===== src/rtl/smpl_pkg.sv =====
package smpl_pkg;
  localparam int unsigned CH_W   = 3;
  localparam int unsigned CTRL_W = CH_W + 3;

  // Field order matches the bus bit positions: channel in the low bits.
  typedef struct packed {
    logic            fmt;    // bit 5: 1 = twos complement
    logic            stby;   // bit 4: standby
    logic            swcon;  // bit 3: software start
    logic [CH_W-1:0] chan;   // bits 2:0
  } ctrl_t;
endpackage


===== src/rtl/smpl_bus_sync.sv =====
module smpl_bus_sync #(
  parameter int unsigned DW = 12
) (
  input  logic          clk,
  input  logic          rst,
  input  logic          par_mode,
  input  logic          cs_n,
  input  logic          rd_n,
  input  logic          wr_n,
  input  logic [DW-1:0] bus_in,
  output logic          wr_act,
  output logic          wr_done,
  output logic          rd_act,
  output logic [DW-1:0] data_q
);
  logic mode_q, cs_q, rd_q, wr_q, wr_act_prev;

  always_ff @(posedge clk) begin
    if (rst) begin
      mode_q      <= 1'b0;
      cs_q        <= 1'b1;
      rd_q        <= 1'b1;
      wr_q        <= 1'b1;
      data_q      <= '0;
      wr_act_prev <= 1'b0;
    end else begin
      mode_q      <= par_mode;
      cs_q        <= cs_n;
      rd_q        <= rd_n;
      wr_q        <= wr_n;
      data_q      <= bus_in;
      wr_act_prev <= wr_act;
    end
  end

  assign wr_act  = mode_q & ~cs_q & ~wr_q;
  assign rd_act  = mode_q & ~cs_q & ~rd_q;
  assign wr_done = wr_act_prev & ~wr_act;
endmodule


===== src/rtl/smpl_settle.sv =====
module smpl_settle #(
  parameter int unsigned SETTLE = 16
) (
  input  logic clk,
  input  logic rst,
  input  logic arm,
  input  logic kill,
  output logic expire
);
  localparam int unsigned CW = $clog2(SETTLE + 1);
  localparam logic [CW-1:0] LOAD = CW'(SETTLE);
  localparam logic [CW-1:0] ONE  = CW'(1);

  logic [CW-1:0] cnt;

  always_ff @(posedge clk) begin
    if (rst || kill)      cnt <= '0;
    else if (arm)         cnt <= LOAD;
    else if (cnt != '0)   cnt <= cnt - ONE;
  end

  assign expire = (cnt == ONE) && !arm && !kill;
endmodule


===== src/rtl/smpl_conv.sv =====
module smpl_conv #(
  parameter int unsigned DW   = 12,
  parameter int unsigned CONV = 8
) (
  input  logic          clk,
  input  logic          rst,
  input  logic          start,
  input  logic [DW-1:0] sample,
  output logic          busy,
  output logic [DW-1:0] result
);
  localparam int unsigned CW = (CONV > 1) ? $clog2(CONV) : 1;
  localparam logic [CW-1:0] LAST = CW'(CONV - 1);
  localparam logic [CW-1:0] ONE  = CW'(1);

  logic [CW-1:0] ccnt;
  logic [DW-1:0] held;

  always_ff @(posedge clk) begin
    if (rst) begin
      busy   <= 1'b0;
      ccnt   <= '0;
      held   <= '0;
      result <= '0;
    end else if (!busy) begin
      if (start) begin
        busy <= 1'b1;
        ccnt <= LAST;
        held <= sample;
      end
    end else if (ccnt == '0) begin
      busy   <= 1'b0;
      result <= held;
    end else begin
      ccnt <= ccnt - ONE;
    end
  end
endmodule


===== src/rtl/smpl_par_if.sv =====
module smpl_par_if #(
  parameter int unsigned DW     = 12,
  parameter int unsigned SETTLE = 16,
  parameter int unsigned CONV   = 8
) (
  input  logic                      clk,
  input  logic                      rst,
  input  logic                      par_mode,
  input  logic                      cs_n,
  input  logic                      rd_n,
  input  logic                      wr_n,
  input  logic [DW-1:0]             bus_in,
  output logic [DW-1:0]             bus_out,
  output logic                      bus_oe,
  input  logic [DW-1:0]             raw_sample,
  output logic [smpl_pkg::CH_W-1:0] chan_sel,
  output logic                      busy
);
  import smpl_pkg::*;

  logic          wr_act, wr_done, rd_act, expire, start;
  logic [DW-1:0] data_q, result;
  ctrl_t         ctrl_q;

  smpl_bus_sync #(.DW(DW)) u_sync (
    .clk(clk), .rst(rst), .par_mode(par_mode), .cs_n(cs_n), .rd_n(rd_n),
    .wr_n(wr_n), .bus_in(bus_in), .wr_act(wr_act), .wr_done(wr_done),
    .rd_act(rd_act), .data_q(data_q)
  );

  always_ff @(posedge clk) begin
    if (rst)         ctrl_q <= '0;
    else if (wr_act) ctrl_q <= ctrl_t'(data_q[CTRL_W-1:0]);
  end

  smpl_settle #(.SETTLE(SETTLE)) u_settle (
    .clk(clk), .rst(rst), .arm(wr_done), .kill(ctrl_q.stby), .expire(expire)
  );

  assign start = expire & ctrl_q.swcon & ~ctrl_q.stby;

  smpl_conv #(.DW(DW), .CONV(CONV)) u_conv (
    .clk(clk), .rst(rst), .start(start), .sample(raw_sample),
    .busy(busy), .result(result)
  );

  assign bus_oe   = rd_act;
  assign bus_out  = ctrl_q.fmt ? {~result[DW-1], result[DW-2:0]} : result;
  assign chan_sel = ctrl_q.chan;
endmodule


===== config.mk =====
export PLATFORM = sky130hd
export DESIGN_NAME = smpl_par_if
export DESIGN_NICKNAME = d
export VERILOG_FILES = /design/src/rtl/smpl_pkg.sv /design/src/rtl/smpl_bus_sync.sv /design/src/rtl/smpl_settle.sv /design/src/rtl/smpl_conv.sv /design/src/rtl/smpl_par_if.sv
export SDC_FILE = /design/constraint.sdc
export NUM_CORES = 1
export LEC_CHECK = 0
export BUFFER_PORTS_ARGS = -buffer_cell sky130_fd_sc_hd__buf_2
export CELL_PAD_IN_SITES_DETAIL_PLACEMENT = 1
export CELL_PAD_IN_SITES_GLOBAL_PLACEMENT = 2
export CORE_MARGIN = 10
export CORE_UTILIZATION = 25
export DETAILED_ROUTE_END_ITERATION = 10
export GPL_ROUTABILITY_DRIVEN = 0
export PLACE_DENSITY_LB_ADDON = 0.1
export SLEW_MARGIN = 20
export SYNTH_ARGS = -nofsm -noshare
export SYNTH_HDL_FRONTEND = slang
export SYNTH_HIERARCHICAL = 1
export SYNTH_SLANG_ARGS = --single-unit

===== constraint.sdc =====
create_clock -name clk -period 4.6 [get_ports clk]
set_clock_uncertainty 0.2 [all_clocks]
set_input_delay 0.92 -clock clk [delete_from_list [all_inputs] [get_ports clk]]
set_output_delay 0.92 -clock clk [all_outputs]
set_load 0.01 [all_outputs]

## Word-level counts from Yosys, hierarchy flattened

Index checks and enable logic that the tools add are counted.

- Add/subtract/negate cells: 2
- Equal/unequal tests: 2
- Reduce and logical (&&, ||, !) cells: 13
- Bitwise operators: 13
- Multiplexer cells: 9

Operators with widths:

| kind | count |
|---|---|
| $mux 12 | 1 |
| $mux 5 | 2 |
| $mux 3 | 3 |
| $not 1->1 | 7 |
| $and 1x1->1 | 6 |
| $reduce_and 2->1 | 3 |
| $eq 5x1->1 const B | 1 |
| $reduce_bool 5->1 | 1 |
| $sub 5x1->5 const B | 1 |
| $reduce_bool 2->1 | 2 |
| $logic_not 3->1 | 1 |
| $mux 1 | 3 |
| $sub 3x1->3 const B | 1 |
| $logic_and 1x1->1 | 2 |
| $logic_not 1->1 | 2 |
| $ne 2x2->1 const B | 1 |
| $reduce_or 2->1 | 1 |
| $logic_or 1x1->1 | 1 |

- Logic and storage cells: 55
- Register bits after elaboration: 50
- Bits of input ports: 30

## Depth between registers and ports, before layout

Gate-level depths: netlist of run 1.

- Depth after elaboration: 12
- Mapped depth: 9

## By module

Netlist of run 1, hierarchy kept.

Modules (own cells, without submodules):

| module | times used | area an instance (sq um) | seq. area each (sq um) | cells an instance |
|---|---|---|---|---|
| smpl_conv | 1 | 1,063.5 | 560.5 | 128 |
| smpl_bus_sync | 1 | 493.0 | 340.3 | 38 |
| smpl_par_if | 1 | 254.0 | 120.1 | 24 |
| smpl_settle | 1 | 247.7 | 100.1 | 26 |

## Least setup slack after synthesis of run 1

OpenSTA, ideal clock, no wires.

- Path type: register to register
- Start point: register u_sync.cs_q
- End point: register u_conv.held[11]
- Path slack: 2,184 ps
- Stages on the path, launching flop included: 10
- Setup time: 132 ps
- Clock period less this slack: 2,416 ps
- Data arrival time: 2,084 ps
- Path through: dfxtp_1 -> nor3b_2 -> nor2b_1 -> or4b_2 -> nor3_1 -> and3b_1 -> or2b_2 -> buf_6 -> nand2_1 -> a21oi_1

- Longest elaborated chain between the ends: 11

Ends and longest elaborated chain:

| element | RTL line | RTL |
|---|---|---|
| from (decl) | smpl_bus_sync.sv:16 | `logic mode_q, cs_q, rd_q, wr_q, wr_act_prev;` |
| from (signal assigned) | smpl_bus_sync.sv:28 | `cs_q <= cs_n;` |
| $not 1->1 | smpl_bus_sync.sv:36 | `assign wr_act = mode_q & ~cs_q & ~wr_q;` |
| $and 1x1->1 (2 in series) | smpl_bus_sync.sv:36 |  |
| via wr_act | smpl_par_if.sv:21 | `logic wr_act, wr_done, rd_act, expire, start;` |
| $not 1->1 | smpl_bus_sync.sv:38 | `assign wr_done = wr_act_prev & ~wr_act;` |
| $and 1x1->1 | smpl_bus_sync.sv:38 |  |
| via wr_done | smpl_par_if.sv:21 |  |
| $logic_not 1->1 | smpl_settle.sv:22 | `assign expire = (cnt == ONE) && !arm && !kill;` |
| $logic_and 1x1->1 (2 in series) | smpl_settle.sv:22 |  |
| via expire | smpl_par_if.sv:21 |  |
| $and 1x1->1 (2 in series) | smpl_par_if.sv:40 | `assign start = expire & ctrl_q.swcon & ~ctrl_q.stby;` |
| via start | smpl_par_if.sv:21 |  |
| $reduce_and 2->1 (no line) | -- |  |
| to (signal assigned) | smpl_conv.sv:29 | `held <= sample;` |
| to (decl) | smpl_conv.sv:17 | `logic [DW-1:0] held;` |

The timed path passes the listed nets, and every way through them passes these cells.
A chain may end at the register's enable or synchronous reset.

## Worst setup path in the final report of run 1

- Start point: register u_sync.cs_q
- End point: register u_conv.held[8]

The elaborated chain is that of the path after synthesis.

==> out/qor.csv, run 1 <==
stage,metric,value,unit
floorplanning,dieArea,0.01148,sq mm
clock_tree,cts.clk_slew.worst_paths,0.09,ns
power,p_per_area,391.0,mW/mm^2
clock_tree,cts_inserted_buffers,5,
worst_setup_path,crit_start,u_sync/cs_q,
global_routing,grt_start_max_net_pins,48,
worst_hold_path,hold_path_class,register to register,
clock_tree,cts_tree,built,
place,numPortBuffers,40,
drt,drc,0,
drt,wl_met3,333,um
worst_setup_path,critical_path.slowest_cell,or4b_2,
drt,wl_per_cell,13.14,um
worst_setup_path,cp.buffers_inverters,1,
worst_setup_path,endpoint_kind,register,
floorplanning,floorplan.rows,31,
floorplanning,die_width,107.1,um
final_layout,fin_nets,274,
worst_setup_path,crit_fanout,13,
worst_setup_path,reg2reg_from,u_sync/cs_q,
sta,hold_viol_final,0,
sta,rsz0062_at_grt,no,
clock_tree,cts_sinks,50,
worst_setup_path,cp_top_family,simple AND/OR/NAND/NOR gates,
worst_setup_path,cp.arrival,2.71,ns
worst_setup_path,cp_slowest_stage_delay,0.60,ns
sta,worst_slack,1.833,ns
worst_setup_path,crit_chain,nor3b_2 > buf_4 > nor2b_1 > or4b_2 > nor3_1 > and3b_1 > or2b_2 > nand2_1 > a21oi_1,
logic_synthesis,synth.cell_area,0.001898,sq mm
sta,max_freq,0.3614,GHz
clock_tree,ctsResizeCount,0,
global_routing,grt_pass1_vias,1454,
drt,wl_met1,2058,um
power,p_total,0.0008737,W
worst_setup_path,startpoint_type,register,
clock_tree,cts.htree.levels,2,
global_routing,antenna_found_initial,0,
worst_hold_path,hp-start,u_conv/result[9],
power,ir_drop,0.0001199,V
drt,ant_nets,0,
power,power.leakage,0.8959,nW
floorplanning,core,0.007331,sq mm
drt,routed-via-count,1406,
global_routing,grt_use_total,0.07848,
logic_synthesis,ys_warn_count,6,
logic_synthesis,synth_cells,204,
drt,firstDrtPassIters,4,
sta,setup_viol,0,
sta,tightest_slew,0.8534,ns
run,max_cap_violations,0,
logic_synthesis,synth_area_per_cell,9.304,sq um
final_layout,drive_above_1_share,0.2407,
final_layout,nFillCells,873,
sta,hold-worst-slack,0.2541,ns
drt,route.met2.wl,2040,um
final_layout,diodes,0,
sta,worst_slew_margin_rel,0.4311,
clock_tree,clk_path_buf_depth,2,
clock_tree,clk_latency,0.29,ns
global_routing,grt_overflow_total,0,
drt,routed_wl,4466,um
drt,topRoutingLayerUsed,met4,
floorplanning,pin_count,47,
final_layout,area_growth_syn_to_layout,17.73,%
worst_setup_path,critical_path_class,register to register,
logic_synthesis,synth_nets,238,
drt,viasPerCell,4.135,
clock_tree,hold_buffers,0,
clock_tree,clk_root_buffer_cell,clkbuf_8,
outcome,status,"finished, final reports clean",
place,pre_cts_ws,1.775,ns
sta,drv_slew,0,
floorplanning,die_y,107.1,um
worst_setup_path,required,4.54,ns
global_routing,grt_pass1_wl,7279,um
sta,fin_crit_sh,0.6016,
floorplanning,initial_core_util,0.2589,
sta,setup-tns-final,0,ns
drt,first_iter_violations,26,
sta,period_needed,2.767,ns
place,hpwl,3084,um
clock_tree,post_cts_buffers,0,
-- cell usage in the layout, fill, tap and decap left out, types with 2 or more instances in the layout --
| master | n |
|---|---|
| nor2b_1 | 4 |
| and2b_1 | 5 |
| mux2i_1 | 6 |
| nor3_1 | 4 |
| a21oi_1 | 27 |
| inv_1 | 4 |
| ha_1 | 4 |
| nor2_1 | 9 |
| clkbuf_1 | 2 |
| nand2_1 | 53 |
| buf_2 | 40 |
| dfxtp_1 | 50 |
| clkbuf_8 | 5 |
| or2_1 | 3 |
| xnor2_1 | 3 |
-- metrics by stage --
step	area, sq um	cells	utilization
6_report	2235	340	0.3048
5_1_grt	2235	340	0.3048
4_1_cts	2235	340	0.3048
3_5_place_dp	2128	332	0.2903
3_3_place_gp	2128	332	0.2903
2_1_floorplan	1898	204	-
-- cell type report --
cell class / instances / area [sq um] / area share
clock inverter: 1 / 30.03 / 0.01344
clock buffer: 7 / 76.32 / 0.03415
multi-input combinational: 138 / 780.7 / 0.3494
sequential: 50 / 1001 / 0.4479
inverter: 4 / 15.01 / 0.006719
tap: 99 / 123.9 / 0.05543
timing repair buffer: 41 / 207.7 / 0.09295
-- worst register-to-register path, stage by stage (launching register included) --
cell	delay (ns)
dfxtp_1	0.33
nor3b_2	0.17
buf_4	0.20
nor2b_1	0.09
or4b_2	0.60
nor3_1	0.18
and3b_1	0.23
or2b_2	0.44
nand2_1	0.12
a21oi_1	0.06
-- report_power, final --
part,total [W],internal (W),switching [W],leakage (nW)
combinational,0.000109,0.0000614,0.0000474,0.437
clock,0.000300,0.000163,0.000137,0.0524
sequential,0.000465,0.000451,0.0000139,0.406
total,0.000874,0.000675,0.000199,0.896
-- path summary, 6_finish.rpt --
kind,to,slack (ns),depth (start not counted)
worst max-delay path,u_conv/held[8],1.83,9
worst min-delay path,u_conv/result[9],0.25,2
worst max register to register,u_conv/held[8],1.83,9
worst min register to register,u_conv/result[9],0.25,2
-- routing by layer --
layer / vias up / GRT usage
met2: 29 / 0.1274
met5: - / 0
met4: 0 / 0.02321
li1: 727 / -
met1: 648 / 0.09136
met3: 2 / 0.03413
-- flip-flops by register name (all words and copies together) (netlist names), 3 cells and up --
name,cells
chan_sel,3
u_sync/data_q,6
u_conv/held,12
ctrl_q,3
u_conv/result,12
u_conv/ccnt,3
u_settle/cnt,5
(Power assumes the default switching activity.)
==> run 2: changes to the inputs <==
- clock period: 4.6 -> 2.36 ns (I/O delays scaled with it)
==> out/qor.csv, run 2 (synthesized netlist as in run 1, its figures left out) <==
stage,metric,value,unit,change
worst_setup_path,required,2.36,ns,was 4.54 ns
drt,routed_wl,4549,um,was 4466 um
final_layout,diodes,0,,unchanged
worst_setup_path,cp.arrival,2.23,ns,was 2.71 ns
sta,worst_slew_margin_rel,0.7217,,was 0.4311
drt,firstDrtPassIters,3,,was 4
final_layout,drive_above_1_share,0.3068,,was 0.2407
drt,first_iter_violations,24,,was 26
sta,setup_viol,0,,unchanged
worst_setup_path,startpoint_type,register,,unchanged
worst_setup_path,endpoint_kind,register,,unchanged
worst_hold_path,hp-start,rd_n,,was u_conv/result[9]
floorplanning,core,0.007331,sq mm,unchanged
floorplanning,initial_core_util,0.2589,,unchanged
clock_tree,clk_latency,0.30,ns,was 0.29 ns
final_layout,final_cells,350,,was 340
sta,max_freq,0.4483,GHz,was 0.3614 GHz
worst_setup_path,ff2ff_path_depth,8,,was 9
power,p_per_area,739.2,mW/mm^2,was 391.0 mW/mm^2
drt,routed-via-count,1478,,"was 1,406"
sta,rsz0062_at_grt,yes,,was no
drt,ant_nets,0,,unchanged
final_layout,area_growth_syn_to_layout,24.46,%,was 17.73%
final_layout,largestRegisters,"u_conv/held x12, u_conv/result x12, u_sync/data_q x6",,unchanged
drt,drc,0,,unchanged
global_routing,grt_pass1_vias,1537,,"was 1,454"
power,netSwitchingPower,0.0004113,W,was 0.0001985 W
clock_tree,cts.clk_slew.worst_paths,0.09,ns,about the same
power,p_clk_frac,0.343,,was 0.344
final_layout,fin_nets,284,,was 274
floorplanning,pin_count,47,,unchanged
place,dp.cells,340,,was 332
place,pre_cts_ws,-0.08129,ns,was 1.775 ns
power,p_int,0.001335,W,was 0.0006751 W
worst_setup_path,r2r_slack,0.13,ns,was 1.83 ns
final_layout,final_common_cell,nand2_1,,unchanged
drt,wl_per_cell,13.00,um,was 13.14 um
sta,tightest_slew,0.4142,ns,was 0.8534 ns
clock_tree,cts_tree,built,,unchanged
global_routing,grt_pass1_wl,7383,um,was 7279 um
clock_tree,cts_inserted_buffers,5,,unchanged
place,hpwl,3230,um,was 3084 um
place,numPortBuffers,40,,unchanged
worst_setup_path,worstReg2RegEnd,u_conv/held[8],,unchanged
power,pwr-share-seq,0.520,,was 0.532
sta,fin_crit_sh,0.9452,,was 0.6016
power,combPwrFrac,0.137,,was 0.125
power,ir_drop,0.0002666,V,was 0.0001199 V
clock_tree,clk_root_buffer_cell,clkbuf_8,,unchanged
worst_hold_path,hold-path-endpoint,u_sync/rd_q,,was u_conv/result[9]
run,max_cap_violations,0,,unchanged
clock_tree,cts_sinks,50,,unchanged
power,power.leakage,0.9553,nW,was 0.8959 nW
floorplanning,floorplan.rows,31,,unchanged
global_routing,grt_use_total,0.07988,,was 0.07848
final_layout,nFillCells,870,,was 873
sta,hold_viol_final,0,,unchanged
global_routing,grt_start_max_net_pins,19,,was 48
sta,drv_slew,0,,unchanged
worst_hold_path,hold_path_class,input port to register,,was register to register
drt,viasPerCell,4.223,,was 4.135
global_routing,grt_overflow_total,0,,unchanged
worst_setup_path,reg2reg_from,u_sync/wr_q,,was u_sync/cs_q
sta,worst_slack,0.1294,ns,was 1.833 ns
power,swShare,0.2356,,was 0.2273
clock_tree,clk_path_buf_depth,2,,unchanged
floorplanning,dieArea,0.01148,sq mm,unchanged
floorplanning,die_width,107.1,um,unchanged
final_layout,final_cell_mix,"nand2_1, dfxtp_1, buf_2, a21oi_1",,"was nand2_1, dfxtp_1, buf_2, a21oi_1, nor2_1"
worst_hold_path,min_delay_path_depth,2,,unchanged
worst_setup_path,critical_path_class,register to register,,unchanged
clock_tree,cts.htree.levels,2,,unchanged
final_layout,final_core_util,0.3222,,was 0.3048
outcome,status,"finished, final reports clean",,unchanged
worst_setup_path,crit_fanout,7,,was 13
global_routing,antenna_found_initial,0,,unchanged
sta,period_needed,2.231,ns,was 2.767 ns
floorplanning,die_y,107.1,um,unchanged
run 2: cell count changes in the layout (fill, tap and decap cells not counted), moves of 2 or more:
cell / delta
buf_4: +8
a21oi_1: -2
a21oi_2: +2
dfxtp_1: -2
dfxtp_2: +2
nand2_1: -2
nand2_2: +2
or2b_4: +2
run 2: per-layer routing:
layer / routed length (um) / track usage / vias to the layer above
li1: - / - / 752
met1: 2080 / 0.09043 / 684
met2: 2036 / 0.1278 / 36
met3: 371 / 0.03832 / 6
met4: 60 / 0.02901 / 0
met5: 0 / 0 / -
run 2: critical path, cell delays in order, from the launching register on:
cell	delay (ns)
dfxtp_1	0.31
nor3b_2	0.22
nor2b_2	0.07
or4b_4	0.49
nor3_4	0.12
and3b_2	0.23
or2b_4	0.33
nand2_1	0.10
a21oi_2	0.05
run 2: metrics by stage:
| stage | cell area [sq um] | TNS (ns) | total power, W | hold slack, ns |
|---|---|---|---|---|
| after CTS | 2333 | 0 | 0.001784 | 0.1291 |
| final | 2362 | 0 | 0.001746 | 0.1447 |
| after floorplan | 1901 | 0 | 0.001091 | 0.2297 |
| after global routing | 2362 | 0 | 0.001849 | 0.1333 |
| after global placement | 2203 | -0.5972 | 0.001158 | 0.2428 |
| after detailed placement | 2203 | -0.9324 | 0.001158 | 0.2470 |
run 2: worst max-delay path by stage:
stage	from	endpoint	slack [ns]	depth (start not counted)
after global placement	u_sync/mode_q	u_conv/held[7]	-0.05	8
after floorplan	u_sync/wr_q	u_conv/held[11]	0.01	9
final	u_sync/wr_q	u_conv/held[8]	0.13	8
after detailed placement	u_sync/mode_q	u_conv/held[7]	-0.08	8
after global routing	u_sync/wr_q	u_conv/held[8]	0.006	8
after CTS	u_sync/cs_q	u_conv/held[11]	0.05	8
run 2: layout make-up:
class	count	area [sq um]	area share
Timing Repair Buffer	50	287.8	0.1218
Inverter	4	15.01	0.006356
Multi-Input combinational cell	139	825.8	0.3496
Tap cell	99	123.9	0.05244
Clock buffer	7	76.32	0.03231
Clock inverter	1	30.03	0.01271
Sequential cell	50	1003	0.4248
run 2: power groups by stage:
stage / clock [W] / sequential, W / combinational [W]
2_1_floorplan: 0 / 0.000918 / 0.000173
5_1_grt: 0.000664 / 0.000913 / 0.000273
4_1_cts: 0.000635 / 0.000907 / 0.000242
6_report: 0.000598 / 0.000908 / 0.000240
3_3_place_gp: 0 / 0.000924 / 0.000234
3_5_place_dp: 0 / 0.000924 / 0.000234
run 2: repair_timing:
action / 4_1_cts / 5_1_grt
gates resized for setup: 6 / 6
gates cloned: 1 / 0
hold buffers: 0 / 0
endpoints found under the setup margin: 13 / 12
hold endpoints to repair: 0 / 0
buffers inserted: 0 / 1
pin swaps: 3 / 3
